--- src/rtl/ee_pkg.sv ---
package ee_pkg;

    // Register-port addresses
    localparam logic [7:0] REG_STATUS  = 8'h0E;
    localparam logic [7:0] REG_CTRL    = 8'h0F;
    localparam logic [7:0] REG_EE_ADDR = 8'h25;
    localparam logic [7:0] REG_EE_DATA = 8'h26;
    localparam logic [7:0] REG_EE_CMD  = 8'h27;

    // Command byte values
    localparam logic [7:0] CMD_ARM    = 8'h00;
    localparam logic [7:0] CMD_UPDATE = 8'h11;
    localparam logic [7:0] CMD_WRITE  = 8'h21;
    localparam logic [7:0] CMD_READ   = 8'h22;

    localparam int BUSY_BIT      = 7;
    localparam int NOREFRESH_BIT = 3;

    typedef enum logic [1:0] {
        OP_READ    = 2'd0,
        OP_WRITE   = 2'd1,
        OP_UPDATE  = 2'd2,
        OP_REFRESH = 2'd3
    } op_e;

endpackage

--- src/rtl/ee_cmd_decode.sv ---
module ee_cmd_decode
    import ee_pkg::*;
(
    input  logic [7:0] cmd_byte,
    input  logic       armed,
    input  logic       addr_ok,
    output logic       accept,
    output op_e        op
);

    always_comb begin
        accept = 1'b0;
        op     = OP_READ;
        case (cmd_byte)
            CMD_UPDATE: begin
                accept = armed;
                op     = OP_UPDATE;
            end
            CMD_WRITE: begin
                accept = armed && addr_ok;
                op     = OP_WRITE;
            end
            CMD_READ: begin
                accept = armed && addr_ok;
                op     = OP_READ;
            end
            default: begin
                accept = 1'b0;
                op     = OP_READ;
            end
        endcase
    end

endmodule

--- src/rtl/ee_wait_timer.sv ---
module ee_wait_timer #(
    parameter int WAIT_W    = 6,
    parameter int RESET_VAL = 7
) (
    input  logic              clk,
    input  logic              rst_n,
    input  logic              load,
    input  logic [WAIT_W-1:0] load_val,
    output logic              zero
);

    logic [WAIT_W-1:0] count_d, count_q;

    always_comb begin
        count_d = count_q;
        if (load) begin
            count_d = load_val;
        end else if (count_q != '0) begin
            count_d = count_q - 1'b1;
        end
    end

    always_ff @(posedge clk or negedge rst_n) begin
        if (!rst_n) begin
            count_q <= WAIT_W'(RESET_VAL);
        end else begin
            count_q <= count_d;
        end
    end

    assign zero = (count_q == '0);

    // a load sets the wait length that follows
    a_r4_load_taken: assert property (@(posedge clk) disable iff (!rst_n)
        load |=> (count_q == $past(load_val)));

    // without a load the count moves down by one each cycle
    a_r6_count_down: assert property (@(posedge clk) disable iff (!rst_n)
        (!load && count_q != '0) |=> (count_q == WAIT_W'($past(count_q) - 1'b1)));

endmodule

--- src/rtl/ee_store.sv ---
module ee_store #(
    parameter int          STORE_DEPTH  = 56,
    parameter int          MIRROR_BASE  = 53,
    parameter int          MIRROR_COUNT = 3,
    parameter logic [7:0]  INIT_XOR     = 8'hA5
) (
    input  logic                         clk,
    input  logic                         rst_n,
    input  logic [7:0]                   raddr,
    output logic [7:0]                   rdata,
    input  logic                         we,
    input  logic [7:0]                   waddr,
    input  logic [7:0]                   wdata,
    input  logic                         bulk_we,
    input  logic [MIRROR_COUNT-1:0][7:0] bulk_data,
    output logic [MIRROR_COUNT-1:0][7:0] image
);

    localparam int IDX_W = $clog2(STORE_DEPTH);

    logic [7:0] mem_d [STORE_DEPTH];
    logic [7:0] mem_q [STORE_DEPTH];

    always_comb begin
        for (int i = 0; i < STORE_DEPTH; i++) begin
            mem_d[i] = mem_q[i];
        end
        if (we && (waddr < 8'(STORE_DEPTH))) begin
            mem_d[waddr[IDX_W-1:0]] = wdata;
        end
        if (bulk_we) begin
            for (int i = 0; i < MIRROR_COUNT; i++) begin
                mem_d[MIRROR_BASE + i] = bulk_data[i];
            end
        end
    end

    // Power-on image of the cells: byte i holds i XOR INIT_XOR
    always_ff @(posedge clk or negedge rst_n) begin
        if (!rst_n) begin
            for (int i = 0; i < STORE_DEPTH; i++) begin
                mem_q[i] <= 8'(i) ^ INIT_XOR;
            end
        end else begin
            for (int i = 0; i < STORE_DEPTH; i++) begin
                mem_q[i] <= mem_d[i];
            end
        end
    end

    assign rdata = (raddr < 8'(STORE_DEPTH)) ? mem_q[raddr[IDX_W-1:0]] : 8'h00;

    for (genvar g = 0; g < MIRROR_COUNT; g++) begin : g_image
        assign image[g] = mem_q[MIRROR_BASE + g];
    end

endmodule

--- src/rtl/ee_cmd_engine.sv ---
module ee_cmd_engine
    import ee_pkg::*;
#(
    parameter int BYTE_CYCLES   = 8,
    parameter int UPDATE_CYCLES = 40,
    parameter int STORE_DEPTH   = 56,
    parameter int MIRROR_BASE   = 53,
    parameter int MIRROR_COUNT  = 3
) (
    input  logic       clk,
    input  logic       rst_n,
    input  logic       reg_we,
    input  logic [7:0] reg_addr,
    input  logic [7:0] reg_wdata,
    output logic [7:0] reg_rdata,
    input  logic       refresh_tick,
    output logic       busy
);

    localparam int MAX_CYCLES = (UPDATE_CYCLES > BYTE_CYCLES) ? UPDATE_CYCLES : BYTE_CYCLES;
    localparam int WAIT_W     = $clog2(MAX_CYCLES + 1);

    typedef struct packed {
        logic                         busy;
        op_e                          op;
        logic [7:0]                   ee_addr;
        logic [7:0]                   ee_data;
        logic                         armed;
        logic                         no_refresh;
        logic [MIRROR_COUNT-1:0][7:0] mirror;
    } state_t;

    state_t d, q;

    logic                         timer_zero;
    logic                         timer_load;
    logic [WAIT_W-1:0]            timer_val;
    logic                         dec_accept;
    op_e                          dec_op;
    logic [7:0]                   store_rdata;
    logic                         store_we;
    logic                         store_bulk_we;
    logic [MIRROR_COUNT-1:0][7:0] store_image;
    logic [7:0]                   mir_idx;
    logic                         mir_hit;
    logic                         idle_wr;

    assign mir_idx = reg_addr - 8'(MIRROR_BASE);
    assign mir_hit = (mir_idx < 8'(MIRROR_COUNT));
    assign idle_wr = reg_we && !q.busy;

    ee_cmd_decode u_decode (
        .cmd_byte (reg_wdata),
        .armed    (q.armed),
        .addr_ok  (q.ee_addr < 8'(STORE_DEPTH)),
        .accept   (dec_accept),
        .op       (dec_op)
    );

    ee_wait_timer #(
        .WAIT_W    (WAIT_W),
        .RESET_VAL (BYTE_CYCLES - 1)
    ) u_timer (
        .clk      (clk),
        .rst_n    (rst_n),
        .load     (timer_load),
        .load_val (timer_val),
        .zero     (timer_zero)
    );

    ee_store #(
        .STORE_DEPTH  (STORE_DEPTH),
        .MIRROR_BASE  (MIRROR_BASE),
        .MIRROR_COUNT (MIRROR_COUNT),
        .INIT_XOR     (8'hA5)
    ) u_store (
        .clk       (clk),
        .rst_n     (rst_n),
        .raddr     (q.ee_addr),
        .rdata     (store_rdata),
        .we        (store_we),
        .waddr     (q.ee_addr),
        .wdata     (q.ee_data),
        .bulk_we   (store_bulk_we),
        .bulk_data (q.mirror),
        .image     (store_image)
    );

    always_comb begin
        d             = q;
        timer_load    = 1'b0;
        timer_val     = WAIT_W'(BYTE_CYCLES - 1);
        store_we      = 1'b0;
        store_bulk_we = 1'b0;

        // Register writes, taken only while idle
        if (idle_wr) begin
            if (reg_addr == REG_EE_ADDR) begin
                d.ee_addr = reg_wdata;
            end else if (reg_addr == REG_EE_DATA) begin
                d.ee_data = reg_wdata;
            end else if (reg_addr == REG_EE_CMD) begin
                d.armed = (reg_wdata == CMD_ARM);
                if (dec_accept) begin
                    d.busy     = 1'b1;
                    d.op       = dec_op;
                    timer_load = 1'b1;
                    timer_val  = (dec_op == OP_UPDATE) ? WAIT_W'(UPDATE_CYCLES - 1)
                                                       : WAIT_W'(BYTE_CYCLES - 1);
                end
            end else if (reg_addr == REG_CTRL) begin
                d.no_refresh = reg_wdata[NOREFRESH_BIT];
            end else if (mir_hit) begin
                d.mirror[mir_idx[$clog2(MIRROR_COUNT+1)-1:0]] = reg_wdata;
            end
        end

        // Reload strobe, lower priority than a command in the same cycle
        if (!q.busy && !d.busy && refresh_tick && !q.no_refresh) begin
            d.busy     = 1'b1;
            d.op       = OP_REFRESH;
            timer_load = 1'b1;
            timer_val  = WAIT_W'(BYTE_CYCLES - 1);
        end

        // Completion: effect lands on the edge that drops busy
        if (q.busy && timer_zero) begin
            d.busy = 1'b0;
            case (q.op)
                OP_READ:    d.ee_data = store_rdata;
                OP_WRITE:   store_we = 1'b1;
                OP_UPDATE:  store_bulk_we = 1'b1;
                OP_REFRESH: begin
                    for (int i = 0; i < MIRROR_COUNT; i++) begin
                        d.mirror[i] = store_image[i];
                    end
                end
                default: d.busy = 1'b0;
            endcase
        end
    end

    always_ff @(posedge clk or negedge rst_n) begin
        if (!rst_n) begin
            q            <= '0;
            q.busy       <= 1'b1;
            q.op         <= OP_REFRESH;
        end else begin
            q <= d;
        end
    end

    // Read-back mux
    always_comb begin
        reg_rdata = 8'h00;
        if (reg_addr == REG_EE_ADDR) begin
            reg_rdata = q.ee_addr;
        end else if (reg_addr == REG_EE_DATA) begin
            reg_rdata = q.ee_data;
        end else if (reg_addr == REG_STATUS) begin
            reg_rdata[BUSY_BIT] = q.busy;
        end else if (reg_addr == REG_CTRL) begin
            reg_rdata[NOREFRESH_BIT] = q.no_refresh;
        end else if (mir_hit) begin
            reg_rdata = q.mirror[mir_idx[$clog2(MIRROR_COUNT+1)-1:0]];
        end
    end

    assign busy = q.busy;

    // busy cannot fall before the wait count has run out
    a_r4_busy_held: assert property (@(posedge clk) disable iff (!rst_n)
        (q.busy && !timer_zero) |=> q.busy);

    // a command start needs an arming write before it
    a_r3_armed_start: assert property (@(posedge clk) disable iff (!rst_n)
        ($rose(q.busy) && q.op != OP_REFRESH) |-> $past(q.armed));

    // byte commands only start with an address inside the store
    a_r8_addr_in_range: assert property (@(posedge clk) disable iff (!rst_n)
        ($rose(q.busy) && (q.op == OP_READ || q.op == OP_WRITE)) |-> (q.ee_addr < 8'(STORE_DEPTH)));

    // store address register holds while busy
    a_r9_addr_hold: assert property (@(posedge clk) disable iff (!rst_n)
        (q.busy && reg_we && reg_addr == REG_EE_ADDR) |=> $stable(q.ee_addr));

    // a tick with reload suspended starts nothing
    a_r10_tick_suspended: assert property (@(posedge clk) disable iff (!rst_n)
        (!q.busy && q.no_refresh && refresh_tick && !(reg_we && reg_addr == REG_EE_CMD))
            |=> !q.busy);

endmodule

--- config.mk ---
export PLATFORM = sky130hd
export DESIGN_NAME = ee_cmd_engine
export DESIGN_NICKNAME = d
export VERILOG_FILES = /design/src/rtl/ee_pkg.sv /design/src/rtl/ee_cmd_decode.sv /design/src/rtl/ee_wait_timer.sv /design/src/rtl/ee_store.sv /design/src/rtl/ee_cmd_engine.sv
export SDC_FILE = /design/constraint.sdc
export NUM_CORES = 1
export LEC_CHECK = 0
export ABC_AREA = 1
export ABC_CLOCK_PERIOD_IN_PS = 2250
export BUFFER_PORTS_ARGS = -buffer_cell sky130_fd_sc_hd__buf_2
export CAP_MARGIN = 20
export CORE_MARGIN = 2
export CORE_UTILIZATION = 50
export DETAILED_ROUTE_END_ITERATION = 10
export GPL_ROUTABILITY_DRIVEN = 0
export PLACE_DENSITY = 0.65
export SLEW_MARGIN = 20
export SYNTH_ARGS = -nofsm -noshare
export SYNTH_HDL_FRONTEND = slang
export SYNTH_SLANG_ARGS = --single-unit
--- constraint.sdc ---
create_clock -name clk -period 2.25 [get_ports clk]
set_input_delay 0.1125 -clock clk [delete_from_list [all_inputs] [get_ports clk]]
set_output_delay 0.1125 -clock clk [all_outputs]
set_load 0.01 [all_outputs]
==> results of run 1 <==
## cells in the mapped netlist
| library cell | number |
|---|---|
| a31oi_1 | 5 |
| nand2_4 | 7 |
| inv_2 | 6 |
| o22ai_1 | 9 |
| o21ai_0 | 194 |
| nand3_2 | 1 |
| nor4_1 | 1 |
| nor2_1 | 494 |
| nand3_1 | 68 |
| o21ai_1 | 2 |
| buf_4 | 1 |
| nor3_1 | 6 |
| buf_12 | 1 |
| nand4_1 | 9 |
| o21ai_2 | 2 |
| a21oi_2 | 21 |
| clkbuf_1 | 114 |
| ha_1 | 7 |
| mux2_2 | 1 |
| a21boi_0 | 1 |
| xor2_1 | 1 |
| clkinv_1 | 3 |
| nand2_2 | 25 |
| buf_2 | 78 |
| nor2_8 | 7 |
| inv_1 | 503 |
| nor3_2 | 8 |
| dfrtp_1 | 273 |
| or2_2 | 1 |
| nand2_1 | 1117 |
| nor2_4 | 2 |
| buf_1 | 11 |
| o21a_1 | 1 |
| o211ai_1 | 10 |
| a211oi_1 | 1 |
| buf_6 | 7 |
| o21bai_1 | 2 |
| xnor2_1 | 2 |
| dfstp_2 | 226 |
| a22oi_1 | 21 |
| nor2_2 | 2 |
| a21boi_1 | 1 |
| a21oi_1 | 424 |
| nand3b_1 | 1 |
## per-stage QoR
step           setup TNS (ns)  total power [mW]  instance area (um^2)
5_1_grt                -0.346              24.4                 30600
6_report                    0              23.4                 30600
2_1_floorplan               0              12.4                 26400
3_5_place_dp          -0.0609              14.4                 28000
4_1_cts                     0              23.5                 29900
3_3_place_gp                0              14.3                 28000
## cells by family after synthesis
kind of cell,after synthesis,synth area share
and+or+nand+nor,1749,0.264
buffers and inverters,724,0.109
AOI/OAI and AO/OA,694,0.139
DFF,499,0.483
adders and majority gates,7,0.00331
xor gates and xnor gates,3,0.000994
muxes,1,0.000426
## worst paths after layout
kind	end	slack, ns	cells past startpoint
max	q[30]	0.05	10
min	u_store.mem_q[304]	0.04	2
max reg2reg	q[30]	0.05	10
min reg2reg	u_store.mem_q[73]	0.46	2
max in group asynchronous	q[36]	1.37	3
min in group clk	q[25]	0.04	5
## cell type report
class / count / area share
clock buffers: 85 / 0.0513
clock inverters: 18 / 0.00679
inverters: 512 / 0.0629
multi-input cells: 2454 / 0.362
flip-flops and latches: 499 / 0.418
well taps: 688 / 0.0281
repair buffers: 202 / 0.0705
## metal layers
metal / track usage / wire length (um)
met5: 0 / 0
met4: 0.0882 / 1980
met3: 0.0412 / 4440
met2: 0.424 / 33700
met1: 0.395 / 34300
## repair_timing
item | in CTS | in global routing
gates cloned | 0 | 4
pin swaps | 1 | 9
setup endpoints to repair | 29 | 355
setup buffers | 3 | 19
gates resized for setup | 2 | 80
hold endpoints to repair | 340 | 0
hold buffers | 11 | 0
## sequential cells by signal (all words and copies together), names as in the netlist
name             count
busy                 1
u_store.image       24
u_store.mem_q      424
u_timer.count_q      6
q                   44
## cell usage in the layout, fill, tap and decap left out, drive strengths merged, types with 11 or more instances in the layout
master and instances:
dfstp 226, nand2 1149, nand3 69, dfrtp 273
inv 514, a22oi 21, o21ai 198, nor2 505
clkbuf 89, dlygate4sd3 11, a21oi 445, nor3 14
clkinv 11, buf 187
## where the power goes
part           internal, mW  leakage (nW)  switching (mW)
clock                  5.25         0.871            3.79
sequential             9.62          6.03           0.774
combinational          1.12          7.01            2.89
==> results.sh, run 1 <==
export IMPL_outcome="finished, final reports clean"
export IMPL_multi_input_area_um2=11100
export IMPL_fin_util=0.583
export IMPL_fin_worst_hold_slack_ns=0.0368
export IMPL_cts_max_path_buffers=3
export IMPL_drcViolationCount=0
export IMPL_synthesis_instances=3677
export IMPL_start_kind="flip-flop"
export IMPL_hold_violations=0
export IMPL_vias_per_cell=5.07
export IMPL_totalWireLength_mm=74.4
export IMPL_dp_hpwl_mm=47.9
export IMPL_synth_top_area_frac=0.258
export IMPL_cpMostUsedCell="nand2_1"
export IMPL_path_max_fanout=16
export IMPL_crit_type="reg -> reg"
export IMPL_final_cells=4458
export IMPL_drtIter0Drc=1932
export IMPL_cp_required_ns=2.79
export IMPL_drv_cap=0
export IMPL_track_usage=0.274
export IMPL_grt_setup_unrepaired="yes"
export IMPL_htree_levels=2
export IMPL_grt_overflow=0
export IMPL_grt_pass1_vias=20703
export IMPL_regArea_um2=12800
export IMPL_pre_cts_ws_ns=-0.0164
export IMPL_report_final_slew_viol_count=0
export IMPL_io_pins=29
export IMPL_ys_seq_area_frac=0.483
export IMPL_dr_pass1_iters=5
export IMPL_worstPathCellList="inv_4 > nand3_2 > o21ai_0 > nor2_1 > a21oi_1 > nor2_1 > buf_4 > nand2_1 > nand2_1 > nand2_1"
export IMPL_vdd_drop_max_v=0.000645
export IMPL_synth_area_per_cell_um2=7.19
export IMPL_critPathSlowestCell="dfrtp_4"
export IMPL_wire_per_inst_um=16.7
export IMPL_timing_final_ws_setup_ns=0.0537
export IMPL_ys_types=44
export IMPL_powerDensity_nw_per_um2=766
export IMPL_arrival_ns=2.74
export IMPL_clk_pin_slew_ns=0.06
export IMPL_fp_dieH_um=234
export IMPL_antenna_found_initial=0
export IMPL_netlist_area_um2=26400
export IMPL_cp_startpoint="q[35]"
export IMPL_core_area_um2=52400
export IMPL_cp_end_kind="flip-flop"
export IMPL_fillerInstances=4872
export IMPL_synth_area_top_cells="dfrtp_1, dfstp_2, nand2_1"
export IMPL_critPathBufInv=2
export IMPL_hold_class="in -> async"
export IMPL_finalSetupViolCount=0
export IMPL_synth_fp_nets=3704
export IMPL_grt_pass1_wl_mm=117
export IMPL_cts_buffers=55
export IMPL_syn_to_final_growth_pct=15.7
export IMPL_drive_gt1_frac=0.167
export IMPL_worst_path_largest_cell_delay_ns=0.56
export IMPL_cts_tree="done"
export IMPL_start_util=0.504
export IMPL_synth_seq_cells=499
export IMPL_rows=84
export IMPL_ant_nets=0
export IMPL_grt_max_degree=80
export IMPL_timing_rr_start="q[35]"
export IMPL_tightestPinTransition_ns=0.639
export IMPL_nNetsFinal=3751
export IMPL_leakage_nw=13.9
export IMPL_clockRootBuffer="clkbuf_16"
export IMPL_ys_warn_count=0
export IMPL_clk_latency_ns=0.63
export IMPL_yosysTopAreaCell="dfrtp_1"
export IMPL_crit_family="simple AND/OR/NAND/NOR gates"
export IMPL_skew_ns=0.0211
export IMPL_die_width_um=234
export IMPL_dpl_cell_count=4318
export IMPL_portBuffers=28
export IMPL_post_route_period_util=0.976
export IMPL_cts_num_sinks=499
export IMPL_dieArea_um2=54700
export IMPL_timing_fmax_ghz=0.455
export IMPL_slew_headroom=0.574
export IMPL_vias=22582
export IMPL_antennaDiodeCount=0
export IMPL_post_route_min_period_ns=2.20
Power figures use the tool's default switching activity.
==> run 2: changes to the inputs <==
- CTS_BUF_LIST: not set -> sky130_fd_sc_hd__clkbuf_2 sky130_fd_sc_hd__clkbuf_4 sky130_fd_sc_hd__clkbuf_8
==> run 2 against run 1 <==
Compared with the run above:
- setup slack improved by 0.049 ns
- count of clock-buffer cells in the layout grew 67
- first-iteration DRC count up 1.3%
- design area about the same
- critical path depth shrank 6
- critical path type is now reg -> out
- clock power is essentially flat
- global-route usage rose by 0.21 points
- final cell count up 1.3%
- hold slack better by 0.036 ns
- combinational power about the same
- register-to-register slack better by 0.05 ns
- non-clock buffer count down 1
==> results.sh, run 2 (synthesized netlist as in run 1, its figures left out) <==
export IMPL_grt_pass1_wl_mm=117
export IMPL_final_cells=4518
export IMPL_largest_register_ffs=424
export IMPL_nNetsFinal=3783
export IMPL_grt_pass1_vias=20851
export IMPL_crit_type="reg -> out"
export IMPL_cts_tree="done"
export IMPL_layout_common_cells="nand2_1, inv_1, nor2_1, a21oi_1, dfrtp_1"
export IMPL_leakage_nw=14.1
export IMPL_grt_overflow=0
export IMPL_cp_startpoint="q[36]"
export IMPL_clockRootBuffer="clkbuf_8"
export IMPL_arrival_ns=2.04
export IMPL_cts_num_sinks=499
export IMPL_drive_gt1_frac=0.180
export IMPL_mostFrequentLayoutCell="nand2_1"
export IMPL_die_width_um=234
export IMPL_cts_buffers=88
export IMPL_hold_class="in -> reg"
export IMPL_hold_violations=0
export IMPL_cp_required_ns=2.14
export IMPL_fp_dieH_um=234
export IMPL_timing_fmax_ghz=0.466
export IMPL_grt_max_degree=80
export IMPL_path_max_fanout=22
export IMPL_wire_per_inst_um=16.5
export IMPL_skew_ns=0.0296
export IMPL_tightestPinTransition_ns=0.607
export IMPL_powerDensity_nw_per_um2=765
export IMPL_dpl_cell_count=4318
export IMPL_fillerInstances=4881
export IMPL_finalSetupViolCount=0
export IMPL_start_kind="flip-flop"
export IMPL_dp_hpwl_mm=47.9
export IMPL_drcViolationCount=0
export IMPL_timing_rr_start="u_timer.count_q[0]"
export IMPL_syn_to_final_growth_pct=15.8
export IMPL_ant_nets=0
export IMPL_multi_input_area_um2=11000
export IMPL_report_final_slew_viol_count=0
export IMPL_htree_levels=3
export IMPL_vias=22784
export IMPL_fin_worst_hold_slack_ns=0.0726
export IMPL_rows=84
export IMPL_track_usage=0.276
export IMPL_cp_end_kind="output port"
export IMPL_start_util=0.504
export IMPL_drv_cap=0
export IMPL_regArea_um2=12800
export IMPL_antenna_found_initial=1
export IMPL_clk_pin_slew_ns=0.06
export IMPL_min_from="reg_we"
export IMPL_totalWireLength_mm=74.4
export IMPL_post_route_min_period_ns=2.15
export IMPL_slew_headroom=0.595
export IMPL_regMostFlops="u_store.mem_q"
export IMPL_grt_setup_unrepaired="yes"
export IMPL_vias_per_cell=5.04
export IMPL_post_route_period_util=0.955
export IMPL_clk_latency_ns=0.68
export IMPL_outcome="finished, final reports clean"
export IMPL_core_area_um2=52400
export IMPL_drtIter0Drc=1958
export IMPL_portBuffers=28
export IMPL_dieArea_um2=54700
export IMPL_dr_pass1_iters=6
export IMPL_cts_max_path_buffers=3
export IMPL_vdd_drop_max_v=0.000733
export IMPL_io_pins=29
run 2: cell count changes in the layout (fill, tap and decap cells not counted), moves of 6 or more:
cell       delta
buf_4         -6
nand2_8       -7
clkbuf_16    -57
clkbuf_8    +106
nor2_1       +11
nand2_4       +6
clkbuf_4     +38
nor2_2       -11
clkbuf_1     -22
run 2: what timing repair did:
item                                   4_1_cts  5_1_grt
resized for setup                            0       59
endpoints found under the hold margin      356        0
buffers inserted                             3       16
gates cloned                                 0        2
pin swaps                                    1        9
setup endpoints to repair                   12      312
hold buffers                                16        0
run 2: worst max-delay path, stage by stage, from the launching register on:
cell and delay, ns:
dfrtp_2 0.48, buf_4 0.26, a22oi_1 0.27, o21ai_0 0.16
buf_2 0.17
run 2: power by group:
group / internal [mW] / switching (mW) / leakage, nW
logic: 1.11 / 2.88 / 7.07
registers: 9.62 / 0.776 / 6.03
clock network: 5.16 / 3.86 / 1.03
total: 15.9 / 7.51 / 14.1
run 2: final timing paths:
path / endpoint / slack (ns) / cells after the start
min in group asynchronous: u_store.mem_q[295] / 0.19 / 2
worst max register to register: u_store.mem_q[430] / 0.10 / 13
worst min register to register: u_store.mem_q[114] / 0.45 / 2
worst min-delay path: q[24] / 0.07 / 5
max in group asynchronous: u_store.mem_q[262] / 1.52 / 3
worst max-delay path: reg_rdata[2] / 0.10 / 4
run 2: metal layers:
metal  vias up  track usage  routed length (um)
met5         -            0                   0
met2       652        0.425               33600
li1      11467            -                   -
met1     10547        0.399               34400
met3       118       0.0402                4410
met4         0       0.0936                1910
run 2: area by class of cell:
| cell class | instances | share of cell area |
|---|---|---|
| flip-flops and latches | 499 | 0.418 |
| clock inverters | 11 | 0.00208 |
| multi-input cells | 2454 | 0.359 |
| diodes | 1 | 0.0000817 |
| well taps | 688 | 0.0281 |
| inverters | 512 | 0.0629 |
| clock buffers | 152 | 0.0606 |
| repair buffers | 201 | 0.0696 |
run 2: metrics by stage:
| step | TNS, ns | utilization | worst slack (ns) | power, mW | area (um^2) |
|---|---|---|---|---|---|
| after CTS | 0 | 0.574 | 0.0132 | 23.4 | 30100 |
| after detailed placement | -0.0609 | 0.533 | -0.0164 | 14.4 | 28000 |
| after floorplan | 0 | - | 0.234 | 12.4 | 26400 |
| after global placement | 0 | 0.533 | 0.00444 | 14.3 | 28000 |
| after global routing | -0.134 | 0.584 | -0.0293 | 24.4 | 30600 |
| final | 0 | 0.584 | 0.102 | 23.4 | 30600 |
==> run 3: changes to the inputs <==
- ABC_CLOCK_PERIOD_IN_PS: 2250 -> 2400
- clock period: 2.25 -> 2.4 ns (I/O delays scaled with it)
==> run 3 against run 2 <==
Compared with the run above:
- final cell count is 0.82% lower
- core utilization fell by 1.3 points
- count of clock-buffer cells in the layout increased by 1
- design area shrank 2.2%
- largest cell class unchanged
- global-route usage grew 0.17 points
- combinational power shrank 7.5%
- first-iteration DRC count is 12% lower
==> results.sh, run 3 (synthesized netlist as in run 1, its figures left out) <==
export IMPL_p_comb_frac=0.169
export IMPL_hold_end="q[24]"
export IMPL_cp_required_ns=2.95
export IMPL_start_kind="flip-flop"
export IMPL_cts_tree="done"
export IMPL_cts_buffers=88
export IMPL_rows=84
export IMPL_antenna_found_initial=0
export IMPL_finalSetupViolCount=0
export IMPL_grt_setup_unrepaired="yes"
export IMPL_die_width_um=234
export IMPL_r2r_slack_ns=0.11
export IMPL_ant_nets=0
export IMPL_post_route_period_util=0.955
export IMPL_vdd_drop_max_v=0.000534
export IMPL_postPlaceCellArea_um2=27700
export IMPL_swShare=0.322
export IMPL_path_max_fanout=16
export IMPL_fp_dieH_um=234
export IMPL_largest_register_ffs=424
export IMPL_drtIter0Drc=1732
export IMPL_clk_latency_ns=0.69
export IMPL_cts_max_path_buffers=3
export IMPL_power_switching_mw=7.03
export IMPL_clockRootBuffer="clkbuf_8"
export IMPL_syn_to_final_growth_pct=13.2
export IMPL_start_util=0.504
export IMPL_grt_pass1_vias=21648
export IMPL_dr_pass1_iters=6
export IMPL_wire_per_inst_um=16.4
export IMPL_grt_pass1_wl_mm=120
export IMPL_grt_overflow=0
export IMPL_seqPwrFrac=0.444
export IMPL_r2r_cells=12
export IMPL_powerDensity_nw_per_um2=730
export IMPL_dpl_cell_count=4293
export IMPL_track_usage=0.277
export IMPL_cp_startpoint="u_timer.count_q[0]"
export IMPL_drv_cap=0
export IMPL_portBuffers=28
export IMPL_arrival_ns=2.85
export IMPL_hold_depth=5
export IMPL_vias_per_cell=5.06
export IMPL_drcViolationCount=0
export IMPL_skew_ns=0.0384
export IMPL_min_from="reg_we"
export IMPL_hold_class="in -> reg"
export IMPL_io_pins=29
export IMPL_p_total_mw=21.8
export IMPL_internal_power_mw=14.8
export IMPL_mostFrequentLayoutCell="nand2_1"
export IMPL_core_area_um2=52400
export IMPL_dp_hpwl_mm=46.9
export IMPL_timing_rr_start="u_timer.count_q[0]"
export IMPL_slew_headroom=0.523
export IMPL_htree_levels=3
export IMPL_leakage_nw=13.7
export IMPL_dieArea_um2=54700
export IMPL_final_cells=4481
export IMPL_cp_end_kind="flip-flop"
export IMPL_regMostFlops="u_store.mem_q"
export IMPL_fin_area_um2=29900
export IMPL_cts_num_sinks=499
export IMPL_post_route_min_period_ns=2.29
export IMPL_clk_pin_slew_ns=0.06
export IMPL_fillerInstances=4982
export IMPL_grt_max_degree=87
export IMPL_outcome="finished, final reports clean"
export IMPL_drive_gt1_frac=0.168
export IMPL_report_final_slew_viol_count=0
export IMPL_totalWireLength_mm=73.7
export IMPL_antennaDiodeCount=0
export IMPL_worst_r2r_endpoint="u_store.mem_q[342]"
export IMPL_layout_common_cells="nand2_1, inv_1, nor2_1, a21oi_1, dfrtp_1"
export IMPL_tightestPinTransition_ns=0.711
export IMPL_clkPwrFrac=0.387
export IMPL_vias=22687
export IMPL_nNetsFinal=3746
export IMPL_crit_type="reg -> reg"
export IMPL_hold_violations=0
export IMPL_timing_fmax_ghz=0.436
-- run 3: changes by cell type in the layout (fill, tap and decap cells not counted), sizes merged --
cell,previous run,this run
dlygate4sd3,15,18
buf,184,146
clkinvlp,2,1
diode,1,0
clkbuf,154,153
inv,511,512
-- run 3: routing by layer --
metal  global-route usage  routed length (um)  vias to the layer above
met5                    0                   0                        -
met4               0.0939                1840                        0
met3               0.0406                4420                      121
met2                0.434               33400                      644
met1                0.396               34100                    10543
li1                     -                   -                    11379
-- run 3: cell type report --
class                           instances  area [um^2]  share of cell area
Multi-Input combinational cell       2454        10900               0.363
Inverter                              512         1920              0.0643
Sequential cell                       499        12800               0.427
Tap cell                              688          861              0.0288
Clock buffer                          153         1840              0.0614
Timing Repair Buffer                  164         1590              0.0532
Clock inverter                         11         65.1             0.00217
-- run 3: worst max-delay path, stage by stage, from the launching register on --
cell and delay (ns):
dfstp_2 0.37, inv_1 0.07, ha_1 0.20, nand2_2 0.10, nor2_4 0.10, nand2_2 0.08
nor2_4 0.12, nand2_4 0.11, buf_12 0.20, nor2_8 0.28, nand2_2 0.29, nor2_1 0.18
a21oi_1 0.05
-- run 3: worst max path at each step --
stage                               to  slack, ns  depth (start not counted)
detailed placement  u_store.mem_q[102]      -0.06                         12
finish              u_store.mem_q[342]       0.11                         12
floorplan           u_store.mem_q[373]       0.38                         13
CTS                 u_store.mem_q[406]       0.06                         12
global placement     u_store.mem_q[99]     -0.003                         12
global route         u_store.mem_q[84]      -0.05                         12
-- run 3: power groups by stage --
| stage | combinational, mW | sequential (mW) | clock (mW) |
|---|---|---|---|
| 3_5_place_dp | 3.62 | 9.82 | 0 |
| 2_1_floorplan | 2.25 | 9.40 | 0 |
| 3_3_place_gp | 3.58 | 9.81 | 0 |
| 4_1_cts | 3.67 | 9.68 | 8.60 |
| 5_1_grt | 4.08 | 9.76 | 9.02 |
| 6_report | 3.69 | 9.71 | 8.44 |
-- run 3: through the flow --
stage / util / hold WS [ns] / TNS, ns / setup WS (ns)
after floorplan: - / -0.176 / 0 / 0.384
final: 0.571 / 0.0561 / 0 / 0.108
after detailed placement: 0.527 / 0.0891 / -0.359 / -0.0625
after global placement: 0.527 / 0.0888 / -0.0130 / -0.00332
after CTS: 0.568 / 0.0211 / 0 / 0.0589
after global routing: 0.571 / 0.115 / -0.359 / -0.0486
-- run 3: what timing repair did --
action / CTS / global route
cloned: 0 / 1
hold buffers: 19 / 0
hold endpoints to repair: 343 / 0
setup endpoints to repair: 16 / 141
resized for setup: 2 / 18
pin swaps: 1 / 1
setup buffers: 2 / 2
